## src/rtl/aux_seq_pkg.sv

```systemverilog
package aux_seq_pkg;

   typedef enum logic [1:0] {
      RES_OK    = 2'd0,
      RES_BUSY  = 2'd1,
      RES_NODEV = 2'd2,
      RES_IOERR = 2'd3
   } aux_res_e;

   typedef enum logic [2:0] {
      S_IDLE,
      S_WAIT_IDLE,
      S_WAIT_GRANT,
      S_SINK,
      S_RESET,
      S_BACKOFF,
      S_ISSUE
   } aux_state_e;

endpackage

```

## src/rtl/aux_us_tick.sv

```systemverilog
module aux_us_tick #(
   parameter int CLKS_PER_US = 100
) (
   input  logic clk,
   input  logic rst_n,
   output logic tick
);
   localparam int PW = (CLKS_PER_US > 1) ? $clog2(CLKS_PER_US) : 1;

   generate
      if (CLKS_PER_US <= 1) begin : g_every_clk
         assign tick = 1'b1;
      end else begin : g_divide
         logic [PW-1:0] pre_q;
         always_ff @(posedge clk or negedge rst_n) begin
            if (!rst_n)                             pre_q <= '0;
            else if (pre_q == PW'(CLKS_PER_US - 1)) pre_q <= '0;
            else                                    pre_q <= pre_q + 1'b1;
         end
         assign tick = (pre_q == PW'(CLKS_PER_US - 1));
      end
   endgenerate
endmodule

```

## src/rtl/aux_phase_timer.sv

```systemverilog
module aux_phase_timer #(
   parameter int TW = 10
) (
   input  logic          clk,
   input  logic          rst_n,
   input  logic          restart,
   input  logic          tick,
   input  logic [TW-1:0] limit,
   output logic          expired
);
   logic [TW-1:0] cnt_q;

   assign expired = (cnt_q >= limit);

   always_ff @(posedge clk or negedge rst_n) begin
      if (!rst_n)              cnt_q <= '0;
      else if (restart)        cnt_q <= '0;
      else if (tick && !expired) cnt_q <= cnt_q + 1'b1;
   end
endmodule

```

## src/rtl/aux_byte_mask.sv

```systemverilog
module aux_byte_mask #(
   parameter int NBYTES    = 16,
   parameter int CNT_W     = 5,
   parameter bit ZERO_FILL = 1'b1
) (
   input  logic [8*NBYTES-1:0] din,
   input  logic [CNT_W-1:0]    count,
   output logic [8*NBYTES-1:0] dout
);
   generate
      for (genvar b = 0; b < NBYTES; b++) begin : g_byte
         if (ZERO_FILL) begin : g_fill
            assign dout[8*b +: 8] = (count > CNT_W'(b)) ? din[8*b +: 8] : 8'h00;
         end else begin : g_pass
            assign dout[8*b +: 8] = din[8*b +: 8];
         end
      end
   endgenerate
endmodule

```

## src/rtl/aux_txn_seq.sv

```systemverilog
module aux_txn_seq
   import aux_seq_pkg::*;
#(
   parameter int NBYTES       = 16,
   parameter int ADDR_W       = 20,
   parameter int CMD_W        = 4,
   parameter int ERR_W        = 8,
   parameter int CLKS_PER_US  = 100,
   parameter int IDLE_TMO_US  = 1000,
   parameter int GRANT_TMO_US = 1000,
   parameter int DONE_TMO_US  = 1000,
   parameter int BACKOFF_US   = 400,
   parameter int MAX_TRIES    = 32,
   parameter bit ZERO_FILL    = 1'b1,
   localparam int CNT_W = $clog2(NBYTES + 1),
   localparam int LEN_W = $clog2(NBYTES),
   localparam int DW    = 8 * NBYTES
) (
   input  logic              clk,
   input  logic              rst_n,
   input  logic              start,
   input  logic [CMD_W-1:0]  cmd_type,
   input  logic [ADDR_W-1:0] addr,
   input  logic [CNT_W-1:0]  byte_count,
   input  logic [DW-1:0]     wdata,
   output logic              busy,
   output logic              done,
   output logic [1:0]        result,
   output logic [DW-1:0]     rdata,
   output logic              own_req,
   input  logic              grant,
   input  logic              chan_busy,
   input  logic              sink_present,
   output logic              chan_rst,
   output logic              xfer_req,
   input  logic              xfer_done,
   input  logic [ERR_W-1:0]  reply_err,
   output logic [CMD_W-1:0]  ctl_cmd,
   output logic [LEN_W-1:0]  ctl_len,
   output logic [ADDR_W-1:0] ctl_addr,
   output logic [DW-1:0]     wr_words,
   input  logic [DW-1:0]     rd_words
);
   localparam int TMR_MAX01 = (IDLE_TMO_US > GRANT_TMO_US) ? IDLE_TMO_US : GRANT_TMO_US;
   localparam int TMR_MAX23 = (DONE_TMO_US > BACKOFF_US) ? DONE_TMO_US : BACKOFF_US;
   localparam int TMR_MAX   = (TMR_MAX01 > TMR_MAX23) ? TMR_MAX01 : TMR_MAX23;
   localparam int TW        = $clog2(TMR_MAX + 1);
   localparam int ATT_W     = (MAX_TRIES > 1) ? $clog2(MAX_TRIES) : 1;

   generate
      if (NBYTES % 4 != 0 || NBYTES < 4) begin : g_bad_nbytes
         $error("NBYTES must be a positive multiple of 4");
      end
      if (MAX_TRIES < 1) begin : g_bad_tries
         $error("MAX_TRIES must be at least 1");
      end
      if (CLKS_PER_US < 1) begin : g_bad_clk
         $error("CLKS_PER_US must be at least 1");
      end
   endgenerate

   aux_state_e        state_q, state_d;
   logic [ATT_W-1:0]  att_q;
   logic [CMD_W-1:0]  cmd_q;
   logic [ADDR_W-1:0] addr_q;
   logic [CNT_W-1:0]  cnt_q;
   logic [LEN_W-1:0]  len_q;
   logic [DW-1:0]     wr_q, rdata_q;
   logic              done_q;
   aux_res_e          res_q;

   logic              tick, tmr_exp, tmr_restart;
   logic [TW-1:0]     tmr_limit;
   logic              fin, att_inc, att_clr, cap_rd;
   aux_res_e          fin_code;
   logic [DW-1:0]     wr_masked, rd_masked;
   logic [CNT_W-1:0]  cnt_m1;
   logic              is_rd;

   assign is_rd  = cmd_q[0];
   assign cnt_m1 = byte_count - CNT_W'(1);

   aux_us_tick #(.CLKS_PER_US(CLKS_PER_US)) u_tick (
      .clk (clk), .rst_n (rst_n), .tick (tick)
   );

   aux_phase_timer #(.TW(TW)) u_tmr (
      .clk (clk), .rst_n (rst_n), .restart (tmr_restart), .tick (tick),
      .limit (tmr_limit), .expired (tmr_exp)
   );

   aux_byte_mask #(.NBYTES(NBYTES), .CNT_W(CNT_W), .ZERO_FILL(ZERO_FILL)) u_wmask (
      .din (wdata), .count (byte_count), .dout (wr_masked)
   );

   aux_byte_mask #(.NBYTES(NBYTES), .CNT_W(CNT_W), .ZERO_FILL(ZERO_FILL)) u_rmask (
      .din (rd_words), .count (cnt_q), .dout (rd_masked)
   );

   always_comb begin
      case (state_q)
         S_WAIT_IDLE:  tmr_limit = TW'(IDLE_TMO_US);
         S_WAIT_GRANT: tmr_limit = TW'(GRANT_TMO_US);
         S_BACKOFF:    tmr_limit = TW'(BACKOFF_US);
         default:      tmr_limit = TW'(DONE_TMO_US);
      endcase
   end

   always_comb begin
      state_d  = state_q;
      fin      = 1'b0;
      fin_code = RES_OK;
      att_inc  = 1'b0;
      att_clr  = 1'b0;
      cap_rd   = 1'b0;
      case (state_q)
         S_IDLE: if (start) state_d = S_WAIT_IDLE;
         S_WAIT_IDLE: begin
            if (!chan_busy)   state_d = S_WAIT_GRANT;
            else if (tmr_exp) begin fin = 1'b1; fin_code = RES_BUSY; end
         end
         S_WAIT_GRANT: begin
            if (grant)        state_d = S_SINK;
            else if (tmr_exp) begin fin = 1'b1; fin_code = RES_BUSY; end
         end
         S_SINK: begin
            if (!sink_present) begin fin = 1'b1; fin_code = RES_NODEV; end
            else begin state_d = S_RESET; att_clr = 1'b1; end
         end
         S_RESET:   state_d = (att_q == '0) ? S_ISSUE : S_BACKOFF;
         S_BACKOFF: if (tmr_exp) state_d = S_ISSUE;
         S_ISSUE: begin
            if (xfer_done) begin
               if (reply_err == '0) begin
                  fin = 1'b1; fin_code = RES_OK; cap_rd = is_rd;
               end else if (att_q == ATT_W'(MAX_TRIES - 1)) begin
                  fin = 1'b1; fin_code = RES_IOERR;
               end else begin
                  att_inc = 1'b1; state_d = S_RESET;
               end
            end else if (tmr_exp) begin
               fin = 1'b1; fin_code = RES_IOERR;
            end
         end
         default: state_d = S_IDLE;
      endcase
      if (fin) state_d = S_IDLE;
   end

   assign tmr_restart = (state_d != state_q);

   always_ff @(posedge clk or negedge rst_n) begin
      if (!rst_n) begin
         state_q <= S_IDLE;
         att_q   <= '0;
         cmd_q   <= '0;
         addr_q  <= '0;
         cnt_q   <= '0;
         len_q   <= '0;
         wr_q    <= '0;
         rdata_q <= '0;
         done_q  <= 1'b0;
         res_q   <= RES_OK;
      end else begin
         state_q <= state_d;
         done_q  <= fin;
         if (fin) res_q <= fin_code;
         if (state_q == S_IDLE && start) begin
            cmd_q  <= cmd_type;
            addr_q <= addr;
            cnt_q  <= byte_count;
            len_q  <= cnt_m1[LEN_W-1:0];
            wr_q   <= cmd_type[0] ? '0 : wr_masked;
         end
         if (att_clr)      att_q <= '0;
         else if (att_inc) att_q <= att_q + 1'b1;
         if (cap_rd) rdata_q <= rd_masked;
      end
   end

   assign busy     = (state_q != S_IDLE);
   assign done     = done_q;
   assign result   = res_q;
   assign rdata    = rdata_q;
   assign own_req  = (state_q == S_WAIT_GRANT) || (state_q == S_SINK) ||
                     (state_q == S_RESET) || (state_q == S_BACKOFF) ||
                     (state_q == S_ISSUE);
   assign chan_rst = (state_q == S_RESET);
   assign xfer_req = (state_q == S_ISSUE);
   assign ctl_cmd  = cmd_q;
   assign ctl_len  = len_q;
   assign ctl_addr = addr_q;
   assign wr_words = wr_q;
endmodule

```

## config.mk

```make
export PLATFORM = sky130hd
export DESIGN_NAME = aux_txn_seq
export DESIGN_NICKNAME = d
export VERILOG_FILES = /design/src/rtl/aux_seq_pkg.sv /design/src/rtl/aux_us_tick.sv /design/src/rtl/aux_phase_timer.sv /design/src/rtl/aux_byte_mask.sv /design/src/rtl/aux_txn_seq.sv
export SDC_FILE = /design/constraint.sdc
export NUM_CORES = 1
export LEC_CHECK = 0
export BUFFER_PORTS_ARGS = -buffer_cell sky130_fd_sc_hd__buf_4
export CAP_MARGIN = 15
export CORE_AREA = 4 4 230 232
export CTS_CLUSTER_SIZE = 25
export DETAILED_ROUTE_END_ITERATION = 6
export DIE_AREA = 0 0 234 236
export HOLD_SLACK_MARGIN = 0.1
export PLACE_DENSITY_LB_ADDON = 0.25
export SETUP_SLACK_MARGIN = 0.3
export SLEW_MARGIN = 5
export SYNTH_ARGS = -nofsm -noshare
export SYNTH_HDL_FRONTEND = slang
export SYNTH_HIERARCHICAL = 1
export SYNTH_SLANG_ARGS = --single-unit
```

## constraint.sdc

```tcl
create_clock -name clk -period 6.6 [get_ports clk]
set_input_delay 1.32 -clock clk [delete_from_list [all_inputs] [get_ports clk]]
set_output_delay 1.32 -clock clk [all_outputs]
set_load 0.02 [all_outputs]
```

After elaboration in Yosys (flattened, before gate mapping)
Cells that the tools add are included. W data, S select, Z words.

Add/subtract/negate cells: 4. $lt $le $gt $ge: 33. Equality and inequality tests: 9. Muxes and demuxes: 76. Reductions and logical operators: 13.

Operators with widths (count): $mux W8 (32); $mux W128 (1); $gt A5 B4 Y1 const B (16); $gt A5 B3 Y1 const B (8); $mux W10 (3); $mux W3 (9); $pmux W3 S7 (1); $gt A5 B1 Y1 const B (4); $gt A5 B2 Y1 const B (4); $mux W1 (18); $mux W2 (7); $add A10 B1 Y10 const B (1); $ge A10 B10 Y1 (1); $mux W5 (2); $eq A3 B3 Y1 const B (3); $logic_not A8 Y1 (1); $pmux W2 S4 (1); $add A7 B1 Y7 const B (1); $eq A7 B7 Y1 const B (1); $mux W7 (1); $eq A3 B2 Y1 const B (2); $add A5 B1 Y5 const B (1); $eq A5 B5 Y1 const B (1); $logic_not A5 Y1 (1); 10 further kinds (15).

Register bits: 317. Input bits: 300. Output and inout port bits: 291. Logic and storage cells: 147.

Logic depth before layout (Yosys ltp)
Word-level depth: 9. Depth in mapped cells: 18. Gate-level depth less buffers: 16.

Cells and area by module
The synthesis kept the hierarchy.

By module, submodules not included: aux_txn_seq (times used 1, cells an instance 1000, area an instance 12675.9 sq um, sequential area each 7507.2 sq um); aux_byte_mask (times used 2, cells an instance 155, area an instance 1079.8 sq um, sequential area each 0.0 sq um); aux_phase_timer (times used 1, cells an instance 94, area an instance 852.1 sq um, sequential area each 250.2 sq um); aux_us_tick (times used 1, cells an instance 28, area an instance 335.3 sq um, sequential area each 175.2 sq um).

Worst setup path after synthesis
Ideal clock, no wire load.

Path kind: reg2reg. Start point: reg state_q[2]. End point: reg u_tmr.cnt_q[0]. Library setup time: 0.065 ns. Data arrival time: 3.145 ns. Data required time: 6.535 ns. Path slack: 3.390 ns. Cell stages (with the launch flop): 19. Buffers on the path: 3. Period minus slack after synthesis: 3.210 ns. Cell sequence: dfrtp_1 -> buf_2 -> nand3_1 -> inv_1 -> inv_1 -> ha_1 -> nand4_1 -> nor2_1 -> a211o_1 -> buf_6 -> nand2b_1 -> nor2_1 -> nor2_1 -> a211oi_2 -> inv_1 -> a221o_1 -> clkbuf_1 -> nor2_1 -> mux2_1.

Longest elaborated chain between the ends: 9. Elaborated cells on any way between the ends: 29. Classes of those cells: order compare (1); eq/ne (7); mux (17); reduce/logical (4).

Ends and longest elaborated chain: start, declared (line aux_txn_seq.sv:62) `aux_state_e state_q, state_d;`; start signal, assigned (line aux_txn_seq.sv:165) `state_q <= state_d;`; $eq A3 B3 Y1 * (line aux_txn_seq.sv:101) `case (state_q)`; $mux W10 * (line aux_txn_seq.sv:101); named net tmr_limit[3] (line aux_txn_seq.sv:73) `logic [TW-1:0] tmr_limit;`; $ge A10 B10 Y1 * (line aux_phase_timer.sv:13) `assign expired = (cnt_q >= limit);`; named net tmr_exp (line aux_txn_seq.sv:72) `logic tick, tmr_exp, tmr_restart;`; $mux W1 * (line aux_txn_seq.sv:120, aux_txn_seq.sv:124, aux_txn_seq.sv:141); $mux W1 (on tied branches) (line aux_txn_seq.sv:133, aux_txn_seq.sv:119, aux_txn_seq.sv:123); $pmux W1 S4 * (line aux_txn_seq.sv:116) `case (state_q)`; named net fin (line aux_txn_seq.sv:74) `logic fin, att_inc, att_clr, cap_rd;`; $mux W3 * (line aux_txn_seq.sv:147) `if (fin) state_d = S_IDLE;`; $ne A3 B3 Y1 * (line aux_txn_seq.sv:150) `assign tmr_restart = (state_d != state_q);`; named net tmr_restart (line aux_txn_seq.sv:72); $mux W10 or $reduce_bool A2 Y1 (tied branches); end signal, assigned (line aux_phase_timer.sv:18) `else if (tick && !expired) cnt_q <= cnt_q + 1'b1;`; end, declared (line aux_phase_timer.sv:11) `logic [TW-1:0] cnt_q;`.

The timed path passes the listed nets; every way through them passes the cells marked *. A chain may end at the register's enable or synchronous reset.

Worst setup path after layout
Start point: reg state_q[1]. End point: reg u_tmr.cnt_q[9].

Longest elaborated chain between the ends: 9. Elaborated cells on any way between the ends: 29. Classes of those cells: order compare (1); eq/ne (7); mux (17); reduce/logical (4).

Ends and longest elaborated chain (line): $eq A3 B3 Y1 * (aux_txn_seq.sv:101); $mux W10 * (aux_txn_seq.sv:101); named net tmr_limit[3] (aux_txn_seq.sv:73); $ge A10 B10 Y1 * (aux_phase_timer.sv:13); named net tmr_exp (aux_txn_seq.sv:72); $mux W1 (aux_txn_seq.sv:120, aux_txn_seq.sv:124, aux_txn_seq.sv:141); $mux W1 (on tied branches) (aux_txn_seq.sv:133, aux_txn_seq.sv:119, aux_txn_seq.sv:123); $pmux W1 S4 (aux_txn_seq.sv:116); $mux W3 * (aux_txn_seq.sv:147); $ne A3 B3 Y1 * (aux_txn_seq.sv:150); named net tmr_restart (aux_txn_seq.sv:72); $mux W10 or $reduce_bool A2 Y1 (tied branches).

Marked as above.

==> results.sh <==
export IMPL_tightestPinTransition_ns=1.15
export IMPL_netlist_area_um2=16000
export IMPL_fin_skew_ns=0.0154
export IMPL_worstSetupEndpointType="flip-flop"
export IMPL_yosys_area_top_type="dfrtp_1"
export IMPL_wl_per_cell_um=19.2
export IMPL_insertion_delay_ns=0.55
export IMPL_outcome="completed"
export IMPL_synthTopCellsByArea="dfrtp_1, mux2_4, nand2b_1, nor2b_1, o21ai_0"
export IMPL_start_util_pct=31.4
export IMPL_layout_commonest_cell="buf_4"
export IMPL_layout_min_cycle_time_ns=3.94
export IMPL_final_area_um2=22200
export IMPL_area_growth_pct=38.4
export IMPL_place_ws_ns=2.65
export IMPL_h_tree_depth=2
export IMPL_clock_sinks=317
export IMPL_antenna_found_initial=1
export IMPL_wl_mm=51.9
export IMPL_first_pass_iters=4
export IMPL_maxCapViolCount=0
export IMPL_seqPwrFrac_pct=35.6
export IMPL_p_leak_nw=11.0
export IMPL_fin_util_pct=43.5
export IMPL_ys_warnings_count=6
export IMPL_gp_congestion=0.824
export IMPL_p_comb_share_pct=35.0
export IMPL_critical_path_max_stage_delay_ns=0.58
export IMPL_cts_made_buffers=41
export IMPL_vias=12400
export IMPL_drtAntennaViolNets=0
export IMPL_power_mw=7.74
export IMPL_clkPwrFrac_pct=29.4
export IMPL_worstHoldPathType="flip-flop to flip-flop"
export IMPL_post_cts_buffers=0
export IMPL_final_nets=2305
export IMPL_required_ns=7.01
export IMPL_dp_hpwl_mm=37.5
export IMPL_cts_root_buf="clkbuf_16"
export IMPL_clk_pin_slew_ns=0.05
export IMPL_critPathSlowestCell="dfrtp_1"
export IMPL_layout_drive_gt1_share_pct=41.2
export IMPL_internal_power_mw=4.91
export IMPL_max_slew_margin_rel_pct=22.9
export IMPL_finalHoldViolCount=0
export IMPL_hold_buffers=0
export IMPL_slew_violations=0
export IMPL_die_w_um=234
export IMPL_num_antenna_cells=0
export IMPL_synth_seq_area_share_pct=49.5
export IMPL_crit_chain="inv_1, nand3_1, inv_1, ha_1, nand4_1, nor2_1, a211o_1, nand2b_1, nor2b_1, o31ai_1, or2_2, a221o_1, nor2_1, mux2_1"
export IMPL_synth_seq_cells=317
export IMPL_crit_arrival_ns=4.35
export IMPL_grt_use_total_pct=18.0
export IMPL_switching_power_mw=2.82
export IMPL_holdWs_ns=0.477
export IMPL_fin_crit_sh_pct=59.7
export IMPL_core_area_um2=51000
export IMPL_worst_slack_ns=2.66
export IMPL_critPathLaunchType="flip-flop"
export IMPL_grt_pass1_wl_mm=78.6
export IMPL_clk_path_buf_depth=3
export IMPL_async_flop_share_pct=100
export IMPL_final_cell_mix="buf_4, dfrtp_1, nand2_1"
export IMPL_p_per_area_nw_per_um2=349
export IMPL_setup_viol=0
export IMPL_avgSynthCellArea_um2=11.2
export IMPL_worstPathMaxFanout=15
export IMPL_synth_edf_count=0
export IMPL_grt_start_max_net_pins=208
export IMPL_remaining_drc_errors=0
export IMPL_fin_cells=2698
export IMPL_syn_instance_count=1432
export IMPL_switching_share_pct=36.5
export IMPL_io_pins=591
export IMPL_cts_tree="yes"
export IMPL_ys_flop_type="dfrtp_1"
export IMPL_die_area_um2=55200
export IMPL_setup_tns_ns=0
export IMPL_io_buffers=590
export IMPL_netlist_area_leader_share_pct=49.5
export IMPL_nFillCells=4923
export IMPL_vdd_drop_max_mv=0.228
export IMPL_vias_per_cell=4.61
export IMPL_post_cts_resized=0
export IMPL_ys_types=66
export IMPL_path_class="flip-flop to flip-flop"
export IMPL_rsz0062_at_grt="false"
export IMPL_overflow=0
export IMPL_first_iter_violations=541
export IMPL_place_area_um2=20800
export IMPL_placed_cells=2626
export IMPL_grt_pass1_vias=13000
export IMPL_rows=83
export IMPL_fmax_mhz=254
export IMPL_die_height_um=236
-- metal layers --
layer	track usage, %	vias to the layer above	routed length [µm]
li1	-	5949	-
met1	21.4	6004	20700
met2	30.7	410	25000
met3	6.39	75	4750
met4	5.20	2	1360
met5	0	-	13
-- state kept, by name, summed over array words and instances, names as in the netlist --
| name | count |
|---|---|
| state_q | 3 |
| ctl_addr | 20 |
| u_tmr/cnt_q | 10 |
| done | 1 |
| result | 2 |
| att_q | 5 |
| ctl_cmd | 4 |
| cnt_q | 5 |
| rdata | 128 |
| u_tick/g_divide.pre_q | 7 |
| ctl_len | 4 |
| wr_words | 128 |
-- cells by family (layout without fill, tap and decap cells) --
group,count (synthesis),in the layout,synth area share (%)
AND/OR/NAND/NOR,553,553,20.0
flip-flops,317,317,49.5
AO/OA/AOI/OAI,261,261,10.5
multiplexers,164,164,13.8
buffers and inverters,112,695,4.47
adder cells (fa/ha/maj),16,16,1.25
XOR/XNOR,7,7,0.383
other,2,5,0.0469
-- area by class of cell --
class                   count  area, µm²  share of cell area, %
repair buffers            597       4530                   20.4
clock inverters            15        180                  0.813
flip-flops and latches    317       7930                   35.8
multi-input cells        1006       7390                   33.4
inverters                  26       97.6                  0.440
well taps                 680        851                   3.84
clock buffers              57       1190                   5.35
-- synth_stat cells, drive strengths merged (6+ instances only) --
library cell / instances
a211o: 6
a21boi: 64
nor2: 21
nand2: 147
a21oi: 12
inv: 26
and2: 34
ha: 16
or4: 6
xnor2: 7
buf: 51
o31ai: 6
mux2: 160
clkbuf: 35
nand2b: 135
o21ai: 143
nand3: 8
nor3: 7
nand4: 8
dfrtp: 317
nor2b: 130
and3: 35
-- critical path: cells and delay by family (launching register included) --
family	cells	cell delay [ns]
AO/OA/AOI/OAI	3	1.14
adder cells (fa/ha/maj)	1	0.30
buffers and inverters	2	0.25
flip-flops	1	0.58
multiplexers	1	0.30
AND/OR/NAND/NOR	7	1.24
-- final timing paths --
| path | cells past startpoint | slack [ns] | to | from |
|---|---|---|---|---|
| setup / recovery | 14 | 2.66 | u_tmr/cnt_q[9] | state_q[1] |
| max in group asynchronous | 2 | 4.32 | rdata[105] | rst_n |
| min in group asynchronous | 1 | 0.83 | rdata[41] | rst_n |
| hold reg to reg | 2 | 0.48 | wr_words[64] | wr_words[64] |
| setup reg to reg | 14 | 2.66 | u_tmr/cnt_q[9] | state_q[1] |
| hold / removal | 2 | 0.48 | wr_words[64] | wr_words[64] |
-- power by group through the flow --
| stage | clock network [mW] | logic [mW] | registers [mW] |
|---|---|---|---|
| 6_report | 2.27 | 2.71 | 2.75 |
| 5_1_grt | 2.44 | 2.96 | 2.83 |
| 4_1_cts | 2.35 | 2.76 | 2.76 |
| 3_5_place_dp | 0 | 2.76 | 2.78 |
| 3_3_place_gp | 0 | 2.73 | 2.76 |
| 2_1_floorplan | 0 | 1.06 | 3.19 |
No activity file was read; power rests on OpenSTA's default activity.
